===== src/rtl/ccg_pkg.sv =====
package ccg_pkg;
  // permission condition bits; a field mask ORs the conditions it accepts
  localparam logic [4:0] PERM_ANY  = 5'b00001;
  localparam logic [4:0] PERM_DIS  = 5'b00010;
  localparam logic [4:0] PERM_NORM = 5'b00100;
  localparam logic [4:0] PERM_CFG  = 5'b01000;
  localparam logic [4:0] PERM_MBD  = 5'b10000;

  localparam int A_MODE   = 0;
  localparam int A_CMD    = 1;
  localparam int A_TIME   = 2;
  localparam int A_ERR    = 3;
  localparam int BUF_BASE = 4;

  function automatic logic perm_ok(input logic [4:0] mask, input logic [4:0] cond);
    return |(mask & cond);
  endfunction
endpackage


===== src/rtl/ccg_field.sv =====
module ccg_field #(
  parameter int         W       = 8,
  parameter logic [4:0] PERM    = 5'b00001,
  parameter bit         HAS_RST = 1'b1,
  parameter logic [W-1:0] RST_VAL = '0
) (
  input  logic         clk,
  input  logic         rst,
  input  logic         we,
  input  logic [W-1:0] d,
  input  logic [4:0]   cond,
  input  logic         clr,
  output logic [W-1:0] q
);
  import ccg_pkg::*;
  logic ok;
  assign ok = we && perm_ok(PERM, cond);

  generate
    if (HAS_RST) begin : g_rst
      always_ff @(posedge clk) begin
        if (rst || clr) q <= RST_VAL;
        else if (ok)    q <= d;
      end
    end else begin : g_norst
      always_ff @(posedge clk) begin
        if (clr)     q <= RST_VAL;
        else if (ok) q <= d;
      end
    end
  endgenerate
endmodule


===== src/rtl/ccg_buf_ctl.sv =====
module ccg_buf_ctl (
  input  logic clk,
  input  logic rst,
  input  logic en_trig,
  input  logic dis_trig,
  input  logic run,
  output logic status,
  output logic grant
);
  logic pend;
  always_ff @(posedge clk) begin
    if (rst) begin
      status <= 1'b0;
      pend   <= 1'b0;
    end else begin
      pend <= dis_trig && status && !pend;
      if (pend)                 status <= 1'b0;
      else if (en_trig && run)  status <= 1'b1;
    end
  end
  assign grant = pend;
endmodule


===== src/rtl/ccreg_guard.sv =====
module ccreg_guard #(
  parameter int         NBUF     = 4,
  parameter int         AW       = 4,
  parameter int         DW       = 16,
  parameter logic [2:0] CFG_CODE = 3'd2,
  parameter logic [3:0] RUN_CODE = 4'b0101
) (
  input  logic            clk,
  input  logic            rst,
  input  logic            wr_en,
  input  logic [AW-1:0]   addr,
  input  logic [DW-1:0]   wdata,
  input  logic [DW/8-1:0] be,
  input  logic [2:0]      proto_state,
  output logic [DW-1:0]   rdata,
  output logic            mod_en,
  output logic [NBUF-1:0] buf_en
);
  import ccg_pkg::*;
  localparam int CTL_ADDR = BUF_BASE + NBUF;

  logic            mod_en_q;
  logic [3:0]      clk_div_q, cmd_q;
  logic [7:0]      clen_q, slot_q, err_q, scr_q;
  logic [NBUF-1:0][7:0] fid_q, filt_q;
  logic [NBUF-1:0] buf_st, grant;

  logic sel_mode, sel_cmd, sel_time, sel_err, sel_ctl, run_hit;
  logic [4:0] cond_g;

  assign sel_mode = wr_en && (addr == AW'(A_MODE));
  assign sel_cmd  = wr_en && (addr == AW'(A_CMD));
  assign sel_time = wr_en && (addr == AW'(A_TIME));
  assign sel_err  = wr_en && (addr == AW'(A_ERR));
  assign sel_ctl  = wr_en && (addr == AW'(CTL_ADDR));
  assign cond_g   = {1'b0, (proto_state == CFG_CODE), mod_en_q, !mod_en_q, 1'b1};
  assign run_hit  = sel_cmd && be[0] && mod_en_q && (wdata[3:0] == RUN_CODE);

  ccg_field #(.W(1), .PERM(PERM_ANY), .HAS_RST(1'b1), .RST_VAL(1'b0)) u_run (
    .clk(clk), .rst(rst), .we(sel_mode && be[0]), .d(wdata[0]), .cond(cond_g), .clr(1'b0), .q(mod_en_q));
  ccg_field #(.W(4), .PERM(PERM_DIS), .HAS_RST(1'b1), .RST_VAL(4'h0)) u_div (
    .clk(clk), .rst(rst), .we(sel_mode && be[0]), .d(wdata[7:4]), .cond(cond_g), .clr(1'b0), .q(clk_div_q));
  ccg_field #(.W(4), .PERM(PERM_NORM), .HAS_RST(1'b1), .RST_VAL(4'h0)) u_cmd (
    .clk(clk), .rst(rst), .we(sel_cmd && be[0]), .d(wdata[3:0]), .cond(cond_g), .clr(1'b0), .q(cmd_q));
  ccg_field #(.W(8), .PERM(PERM_CFG), .HAS_RST(1'b1), .RST_VAL(8'hFF)) u_clen (
    .clk(clk), .rst(rst), .we(sel_time && be[0]), .d(wdata[7:0]), .cond(cond_g), .clr(1'b0), .q(clen_q));
  ccg_field #(.W(8), .PERM(PERM_CFG | PERM_DIS), .HAS_RST(1'b0), .RST_VAL(8'h00)) u_slot (
    .clk(clk), .rst(rst), .we(sel_time && be[1]), .d(wdata[15:8]), .cond(cond_g), .clr(1'b0), .q(slot_q));
  ccg_field #(.W(8), .PERM(PERM_ANY), .HAS_RST(1'b1), .RST_VAL(8'h00)) u_err (
    .clk(clk), .rst(rst), .we(sel_err && be[0]), .d(wdata[7:0]), .cond(cond_g), .clr(run_hit), .q(err_q));
  ccg_field #(.W(8), .PERM(PERM_ANY), .HAS_RST(1'b0), .RST_VAL(8'h00)) u_scr (
    .clk(clk), .rst(rst), .we(sel_err && be[1]), .d(wdata[15:8]), .cond(cond_g), .clr(1'b0), .q(scr_q));

  generate
    for (genvar b = 0; b < NBUF; b++) begin : g_buf
      logic       sel_b;
      logic [4:0] cond_b;
      assign sel_b  = wr_en && (addr == AW'(BUF_BASE + b));
      assign cond_b = {!buf_st[b], cond_g[3:0]};

      ccg_buf_ctl u_hs (
        .clk(clk), .rst(rst),
        .en_trig(sel_ctl && be[1] && wdata[8+b]),
        .dis_trig(sel_ctl && be[0] && wdata[b]),
        .run(mod_en_q), .status(buf_st[b]), .grant(grant[b]));
      ccg_field #(.W(8), .PERM(PERM_MBD), .HAS_RST(1'b0), .RST_VAL(8'h00)) u_fid (
        .clk(clk), .rst(rst), .we(sel_b && be[0]), .d(wdata[7:0]), .cond(cond_b), .clr(1'b0), .q(fid_q[b]));
      ccg_field #(.W(8), .PERM(PERM_MBD), .HAS_RST(1'b1), .RST_VAL(8'h00)) u_filt (
        .clk(clk), .rst(rst), .we(sel_b && be[1]), .d(wdata[15:8]), .cond(cond_b), .clr(grant[b]), .q(filt_q[b]));
    end
  endgenerate

  logic [DW-1:0] rd_n;
  always_comb begin
    rd_n = '0;
    if (addr == AW'(A_MODE)) rd_n = DW'({clk_div_q, 3'b000, mod_en_q});
    if (addr == AW'(A_CMD))  rd_n = DW'(cmd_q);
    if (addr == AW'(A_TIME)) rd_n = DW'({slot_q, clen_q});
    if (addr == AW'(A_ERR))  rd_n = DW'({scr_q, err_q});
    if (addr == AW'(CTL_ADDR)) rd_n = DW'(buf_st);
    for (int b = 0; b < NBUF; b++)
      if (addr == AW'(BUF_BASE + b)) rd_n = DW'({filt_q[b], fid_q[b]});
  end

  always_ff @(posedge clk) begin
    if (rst) rdata <= '0;
    else     rdata <= rd_n;
  end

  assign mod_en = mod_en_q;
  assign buf_en = buf_st;
endmodule


===== config.mk =====
export PLATFORM = sky130hd
export DESIGN_NAME = ccreg_guard
export DESIGN_NICKNAME = d
export VERILOG_FILES = /design/src/rtl/ccg_pkg.sv /design/src/rtl/ccg_field.sv /design/src/rtl/ccg_buf_ctl.sv /design/src/rtl/ccreg_guard.sv
export SDC_FILE = /design/constraint.sdc
export NUM_CORES = 1
export LEC_CHECK = 0
export CORE_MARGIN = 4
export CORE_UTILIZATION = 51
export DETAILED_ROUTE_END_ITERATION = 7
export GPL_ROUTABILITY_DRIVEN = 0
export PLACE_DENSITY = 0.79
export SYNTH_ARGS = -nofsm -noshare
export SYNTH_HDL_FRONTEND = slang
export SYNTH_SLANG_ARGS = --single-unit

===== constraint.sdc =====
create_clock -name clk -period 2.52 [get_ports clk]
set_input_delay 0.252 -clock clk [delete_from_list [all_inputs] [get_ports clk]]
set_output_delay 0.252 -clock clk [all_outputs]
set_load 0.02 [all_outputs]

* Word level (Yosys, flattened, before mapping) *
Cells that the tools add are included.

word-level totals
  bits in registers = 129
  input bits = 28
  output and inout bits = 21
  memories = 0
  memory bits (writable) = 0
  bits in latches = 0
  bits in read-only memories = 0

cells by class
  shifts and indexed selects = 0
  add/subtract/negate cells = 0
  multiplexer cells = 9
  reductions and logical operators = 78
  divide/modulo/power cells = 0
  order comparisons = 0
  bitwise operators = 0
  $mul = 0
  equal/unequal tests = 10

operator list
  cell                                           count
  two-way mux 16 bit                             8
  logical AND 1 bit                              58
  == test 4 x 3 -> 1 bit, second input constant  5
  OR reduction 2 bit                             5
  logical NOT 1 bit                              9
  == test 4 x 2 -> 1 bit, second input constant  2
  two-way mux 8 bit                              1
  logical OR 1 bit                               5
  == test 4 x 1 -> 1 bit, second input constant  1
  == test 4 bit, second input constant           1
  logical NOT 4 bit                              1
  == test 3 x 2 -> 1 bit, second input constant  1

* Longest topological paths before layout *
Gate-level depths: netlist of the first run.

  depth in word-level cells = 10
  gate-level depth with buffers = 7
  mapped depth without buffers = 4

* By module *
Synthesis of the first run repeated with hierarchy kept, for this count alone.

unflattened totals
  cell total of the unflattened synthesis = 729
  area, all modules = 6894.1 µm²

modules (own cells, without submodules)
  module                           sequential area each (µm²)  cells an instance  times used  area each (µm²)
  ccg_field (g_buf[0].u_filt ...)  160.2                       38                 5           387.9
  ccg_field (g_buf[0].u_fid ...)   160.2                       37                 5           366.6
  ccreg_guard                      320.3                       218                1           1721.7
  ccg_field (u_cmd ...)            80.1                        19                 2           182.7
  ccg_field (u_slot)               160.2                       35                 1           364.1
  ccg_field (u_clen)               160.2                       35                 1           347.8
  ccg_buf_ctl                      40.0                        6                  4           68.8
  ccg_field (u_run)                20.0                        4                  1           47.5

* Least setup slack after synthesis of the first run *
OpenSTA, ideal clock, no wires.

  path type = in2reg
  start = in proto_state[0]
  end = reg u_slot.q[0], enable pin
  path buffers = 0
  cell stages on the path = 2
  data arrival time = 2240 ps
  slack = -140 ps
  required time = 2101 ps
  path through = or3b_2 > a2111oi_0

on the way
  longest elaborated chain between the ends = 3

ends and longest elaborated chain
  element                 line               RTL
  from (decl)             ccreg_guard.sv:14  input logic [2:0] proto_state,
  == test 3 x 2 -> 1 bit  ccreg_guard.sv:36  assign cond_g = {1'b0, (proto_state == CFG_CODE), mod_en_q, !mod_en_q, 1'b1};
  OR reduction 2 bit      ccg_pkg.sv:16      return |(mask & cond);
  logical AND 1 bit       ccg_field.sv:17    assign ok = we && perm_ok(PERM, cond);
  via u_slot.ok           ccg_field.sv:16    logic ok;
  to (signal assigned)    ccg_field.sv:27    if (clr) q <= RST_VAL;
  to (signal assigned)    ccg_field.sv:28    else if (ok) q <= d;
  to (decl)               ccg_field.sv:13    output logic [W-1:0] q

The timed path passes the listed nets, and every way through them passes these cells.
A chain may end at the register's enable or synchronous reset.

* Worst setup path in the final report of the first run *
  start = reg g_buf[1].u_hs.status
  end = out buf_en[1]

RTL lines
  element                 line               RTL
  from (decl)             ccg_buf_ctl.sv:7   output logic status,
  from (signal assigned)  ccg_buf_ctl.sv:13  status <= 1'b0;
  from (signal assigned)  ccg_buf_ctl.sv:17  if (pend) status <= 1'b0;
  from (signal assigned)  ccg_buf_ctl.sv:18  else if (en_trig && run) status <= 1'b1;
  to (decl)               ccreg_guard.sv:17  output logic [NBUF-1:0] buf_en

No word-level cell between the ends.

==> impl_metrics.tcl, run 1 <==
set metrics [dict create \
    synth_nets 480 \
    p_total_mw 4.897 \
    synth_compound_area_share_pct 11.25 \
    final_core_util_pct 64.44 \
    rows 37 \
    cts_resized 0 \
    yosys.area_share.simple_pct 12.75 \
    end_kind "primary output" \
    setup_viol 0 \
    synth_top_area_share_pct 30.49 \
    critPathMaxFanout 5 \
    grt_max_degree 28 \
    vias 3761 \
    cp_num_cells 1 \
    min_path_cells 1 \
    busiest_layer "met2" \
    viasPerCell 5.681 \
    grt.met3_usage_pct 5.067 \
    grtUsageMet1_pct 31.39 \
    yosys.area.top_type "dfxtp_1" \
    grt_use_met2_pct 33.49 \
    cts_buffer_depth 2 \
    drt_iter0_drc 285 \
    slew_headroom_pct 60.27 \
    synth_xor_area_share_pct 0 \
    maxCapViolations 0 \
    slowest_stage "clkdlybuf4s50_1" \
    crit_family "buffers and inverters" \
    synth_top_flop_cell "dfxtp_1" \
    grt_antenna_before_repair 0 \
    worst_slew_pin_slew_ns 0.5940 \
    async_reset_ff_share_pct 0 \
    crit_chain "clkdlybuf4s50_1" \
    diodes 0 \
    dp_hpwl_um 8603 \
    drive_gt1_share_pct 15.59 \
    worst-setup-path-type "reg2out" \
    cts.sinks 129 \
    insertion_delay_ns 0.53 \
    yosysMostFrequentCell "dfxtp_1" \
    rsz0062_at_grt "no" \
    syn_area_per_cell_sq_um 11.76 \
    finalHoldViolCount 0 \
    hold_path.class "in2reg" \
    dp.cells 630 \
    cts-buffers-inserted 17 \
    layoutNonFillerInstCount 662 \
    fin_worst_skew_ns 0.01359 \
    power_density_nw_per_um2 742.9 \
    grt_pass1_wl_um 20140 \
    regToRegSetupSlack_ns 0.90 \
    ys_top_cells_by_area "dfxtp_1, edfxtp_1, mux2i_1" \
    ys_seq_area_share_pct 57.60 \
    die_h_um 110.1 \
    synth-warning-count 0 \
    vdd_ir_drop_max_mv 0.4667 \
    synthMuxAreaShare_pct 14.99 \
    ys_top_cells_by_count "dfxtp_1, nor2_1, mux2i_1" \
    syn_to_final_growth_pct 23.98 \
    syn-cell-area_sq_um 5318 \
    die_area_sq_um 12120 \
    yosys_register_bits 129 \
    portBuffers 48 \
    period_share_pct 77.99 \
    drc 0 \
    io_pins 49 \
    post_synth_num_cell_types 45 \
    start_util_pct 51.98 \
    path_clk_slew_ns 0.06 \
    first_pass_iters 5 \
    power_leakage_nw 2.460 \
    outcome "finished clean" \
    postCtsHoldBufs 0 \
    cts_setup_buffers 0 \
    synth_top_family_by_area "multiplexers" \
    min_to "u_scr.q[7]$_DFFE_PP_" \
    crit_required_ns 2.27 \
    core_sq_um 10230 \
    slew_violations 0 \
    clock.fmax_mhz 508.8 \
    cts_tree "built" \
    rr_endpoint "g_buf[2].u_filt.q[6]$_SDFFE_PP0P_" \
    cts_max_level 4 \
    start_kind "flip-flop" \
    fillers 767 \
    wirelength_um 12510 \
    worst-path-buf-inv 1 \
    synth_cells 452 \
    startpoint "g_buf[1].u_hs.status$_SDFFE_PP0P_" \
    synth_edf_count 48 \
    synth_fa_ha_area_share_pct 0 \
    fin_area_sq_um 6593 \
    max_stage_delay_ns 0.67 \
    ant_nets 0 \
    min_from "wdata[15]" \
    cts_root_buf "clkbuf_8" \
    reg2regPathDepth 3 \
    r2r_start "g_buf[2].u_hs.status$_SDFFE_PP0P_" \
    tns_ns 0 \
    grt_usage_pct 22.10 \
    fin_crit_ns 1.965 \
    die-width_um 110.1 \
    place_area_sq_um 6000 \
    grt.overflow.total 0 \
    grt_pass1_vias 3714 \
    wl_per_cell_um 18.90 \
    cp_data_arrival_time_ns 1.71 \
    nets 541 \
]
[worst max path at each step]
stage | to | slack [ns]
after floorplan | u_slot.q[0]$_DFFE_PP_ | 0.22
after global placement | u_err.q[3]$_SDFFE_PP0P_ | 0.23
after detailed placement | g_buf[2].u_filt.q[6]$_SDFFE_PP0P_ | 0.15
after CTS | buf_en[3] | 0.56
after global routing | buf_en[1] | 0.52
final | buf_en[1] | 0.55
[area by class of cell]
type                       instances  area [sq um]  share of cell area (%)
clock buffer                      25         526.8                   7.990
clock inverter                     7         66.31                   1.006
inverter                           7         26.28                  0.3986
multi-input combinational        286          2079                   31.54
sequential                       129          3063                   46.46
tap                              136         170.2                   2.581
timing repair buffer              72         660.6                   10.02
[sequential cells by signal, indices dropped and copies added, names as in the netlist]
register and flops:
u_slot.q 8, u_err.q 8, u_cmd.q 4, g_buf.u_filt.q 32
g_buf.u_fid.q 32, g_buf.u_hs.status 4, g_buf.u_hs.grant 4, u_div.q 4
u_clen.q 8, rdata 16, u_scr.q 8, u_run.q 1
[cell families after synthesis]
| logic type | count (synthesis) |
|---|---|
| flip-flops | 129 |
| multiplexers | 77 |
| AND/OR/NAND/NOR | 125 |
| AO/OA/AOI/OAI | 84 |
| buffers and inverters | 37 |
[power by group]
| part | switching, mW | leakage (nW) | internal (mW) |
|---|---|---|---|
| combinational | 0.177 | 1.07 | 0.130 |
| sequential | 0.00791 | 1.09 | 2.19 |
| clock | 0.868 | 0.299 | 1.53 |
| total | 1.05 | 2.46 | 3.84 |
[layout by cell type (no fill, tap or decap), types with 6 or more instances in the layout]
| cell type | count |
|---|---|
| o21ai_0 | 11 |
| or2_2 | 8 |
| nor2b_1 | 10 |
| mux2_2 | 11 |
| o22a_1 | 8 |
| a211o_1 | 8 |
| a21oi_1 | 18 |
| dfxtp_1 | 81 |
| edfxtp_1 | 48 |
| clkdlybuf4s50_1 | 48 |
| buf_4 | 24 |
| mux2i_1 | 65 |
| a221o_1 | 6 |
| nor2_1 | 66 |
| nand2_1 | 9 |
| inv_1 | 7 |
| clkbuf_16 | 18 |
| a22oi_1 | 8 |
[through the flow]
stage                     setup WS [ns]  hold WS [ns]
final                            0.5547        0.4818
after global routing             0.5198        0.4827
after CTS                        0.5570        0.4573
after detailed placement         0.1521        0.4825
after global placement           0.2304        0.4707
after floorplan                  0.2229        0.3509
[metal layers]
layer | vias to the layer above | wire length [um]
li1 | 1776 | -
met1 | 1827 | 5742
met2 | 141 | 5647
met3 | 17 | 930
met4 | 0 | 189
met5 | - | 0
Note: power is estimated with default switching activity, not from simulation.
==> run 2: changes to the inputs <==
--- a/config.mk
+++ b/config.mk
@@ -6,10 +6,10 @@
 export NUM_CORES = 1
 export LEC_CHECK = 0
 export CORE_MARGIN = 4
-export CORE_UTILIZATION = 51
+export CORE_UTILIZATION = 55
 export DETAILED_ROUTE_END_ITERATION = 7
 export GPL_ROUTABILITY_DRIVEN = 0
-export PLACE_DENSITY = 0.79
+export PLACE_DENSITY = 0.81
 export SYNTH_ARGS = -nofsm -noshare
 export SYNTH_HDL_FRONTEND = slang
 export SYNTH_SLANG_ARGS = --single-unit
==> constraint.sdc (replaced) <==
create_clock -name clk -period 1.9 [get_ports clk]
set_input_delay 0.19 -clock clk [delete_from_list [all_inputs] [get_ports clk]]
set_output_delay 0.19 -clock clk [all_outputs]
set_load 0.02 [all_outputs]
==> impl_metrics.tcl, run 2 (synthesis results as in run 1) <==
set metrics [dict create \
    drc 0 \
    clock.fmax_mhz 542.1 \
    worst_slew_pin_slew_ns 0.4351 \
    slew_headroom_pct 70.99 \
    die-width_um 106.3 \
    top_regs "g_buf.u_fid.q: 32 flops, g_buf.u_filt.q: 32 flops, rdata: 16 flops" \
    cts_max_level 4 \
    start_util_pct 57.01 \
    vias 4039 \
    dp_hpwl_um 8717 \
    drive_gt1_share_pct 20.33 \
    layoutNonFillerInstCount 680 \
    comb_power_share_pct 6.7 \
    clkPwrFrac_pct 50.0 \
    p_total_mw 6.702 \
    grt_usage_pct 24.80 \
    io_pins 49 \
    hold_path.class "in2reg" \
    r2r_start "g_buf[0].u_hs.status$_SDFFE_PP0P_" \
    rr_endpoint "g_buf[0].u_filt.q[3]$_SDFFE_PP0P_" \
    path_clk_slew_ns 0.06 \
    reg2regPathDepth 4 \
    p_int_mw 5.189 \
    setup_viol 0 \
    grt_pass1_wl_um 21610 \
    period_share_pct 97.09 \
    core_sq_um 9328 \
    seqPwrFrac_pct 43.4 \
    grt_antenna_before_repair 0 \
    crit_chain "clkdlybuf4s50_1" \
    wirelength_um 13310 \
    vdd_ir_drop_max_mv 0.6787 \
    maxCapViolations 0 \
    viasPerCell 5.940 \
    grt_pass1_vias 4109 \
    die_area_sq_um 11310 \
    final_core_util_pct 73.49 \
    cts_root_buf "clkbuf_8" \
    wl_per_cell_um 19.57 \
    grt.overflow.total 0 \
    cts_tree "built" \
    grt_max_degree 44 \
    syn_to_final_growth_pct 28.92 \
    slowest_stage "clkdlybuf4s50_1" \
    end_kind "primary output" \
    dp.cells 648 \
    portBuffers 48 \
    rows 35 \
    switchingPower_mw 1.513 \
    fin_worst_skew_ns 0.007453 \
    min_from "wdata[14]" \
    fin_ws_ns 0.05529 \
    final_cell_mix "dfxtp_1, nor2_1, mux2i_1, edfxtp_1, clkdlybuf4s50_1" \
    fin_crit_ns 1.845 \
    ant_nets 0 \
    rsz0062_at_grt "no" \
    min_path_cells 1 \
    netSwitchingFraction_pct 22.58 \
    nets 566 \
    crit_required_ns 1.71 \
    die_h_um 106.3 \
    drt_iter0_drc 330 \
    cp_data_arrival_time_ns 1.65 \
    first_pass_iters 5 \
    start_kind "flip-flop" \
    max_stage_delay_ns 0.66 \
    diodes 0 \
    slew_violations 0 \
    tns_ns 0 \
    worst-setup-path-type "reg2out" \
    dpl_worst_slack_ns -0.1810 \
    power_leakage_nw 2.598 \
    startpoint "u_run.q$_SDFFE_PP0P_" \
    regToRegSetupSlack_ns 0.37 \
    finalHoldViolCount 0 \
    worst-path-buf-inv 1 \
    critPathMaxFanout 7 \
    final_common_cell "dfxtp_1" \
    crit_family "buffers and inverters" \
    min_to "u_scr.q[6]$_DFFE_PP_" \
    power_density_nw_per_um2 977.6 \
    postCtsHoldBufs 0 \
    cts-buffers-inserted 17 \
    insertion_delay_ns 0.52 \
    cts_buffer_depth 2 \
    outcome "finished clean" \
    cts.sinks 129 \
]
## run 2: worst max-delay path by stage
stage                                   endpoint  slack, ns  depth (start not counted)
4_1_cts                                buf_en[3]      0.007                          1
3_3_place_gp               u_slot.q[6]$_DFFE_PP_      -0.15                          4
5_1_grt                                   mod_en       0.02                          1
3_5_place_dp   g_buf[0].u_filt.q[3]$_SDFFE_PP0P_      -0.18                          6
6_report                                  mod_en       0.06                          1
2_1_floorplan      g_buf[0].u_fid.q[0]$_DFFE_PP_       0.02                          4
## run 2: what timing repair did
item	4_1_cts	5_1_grt
buffers inserted	0	0
endpoints found under the setup margin	0	1
hold endpoints to repair	0	0
resized for setup	0	1
## run 2: layer usage
layer  wire length [um]  track usage (%)  part of all wire, %
met1               5580            33.93                   42
met2               6360            38.87                   48
met4                199            8.788                  1.5
met3               1168            5.586                  8.8
met5                  0                0                    0
## run 2: per-stage QoR
stage / hold WS (ns) / instance area, sq um
floorplan: 0.2889 / 5335
global placement: 0.4679 / 6240
detailed placement: 0.4826 / 6240
CTS: 0.4025 / 6854
global route: 0.4123 / 6855
finish: 0.4148 / 6855
## run 2: cell type report
class	count	area, sq um
fill	597	2472
inverter	7	26.28
clock inverter	14	175.2
multi-input combinational	286	2091
tap	129	161.4
clock buffer	18	439.2
sequential	129	3064
timing repair buffer	97	898.4
## run 2: power groups by stage
stage / sequential (mW) / combinational (mW) / clock [mW]
floorplan: 2.98 / 0.196 / 0
global placement: 2.96 / 0.421 / 0
detailed placement: 2.97 / 0.430 / 0
CTS: 2.91 / 0.439 / 3.35
global route: 2.91 / 0.474 / 3.50
finish: 2.91 / 0.446 / 3.35
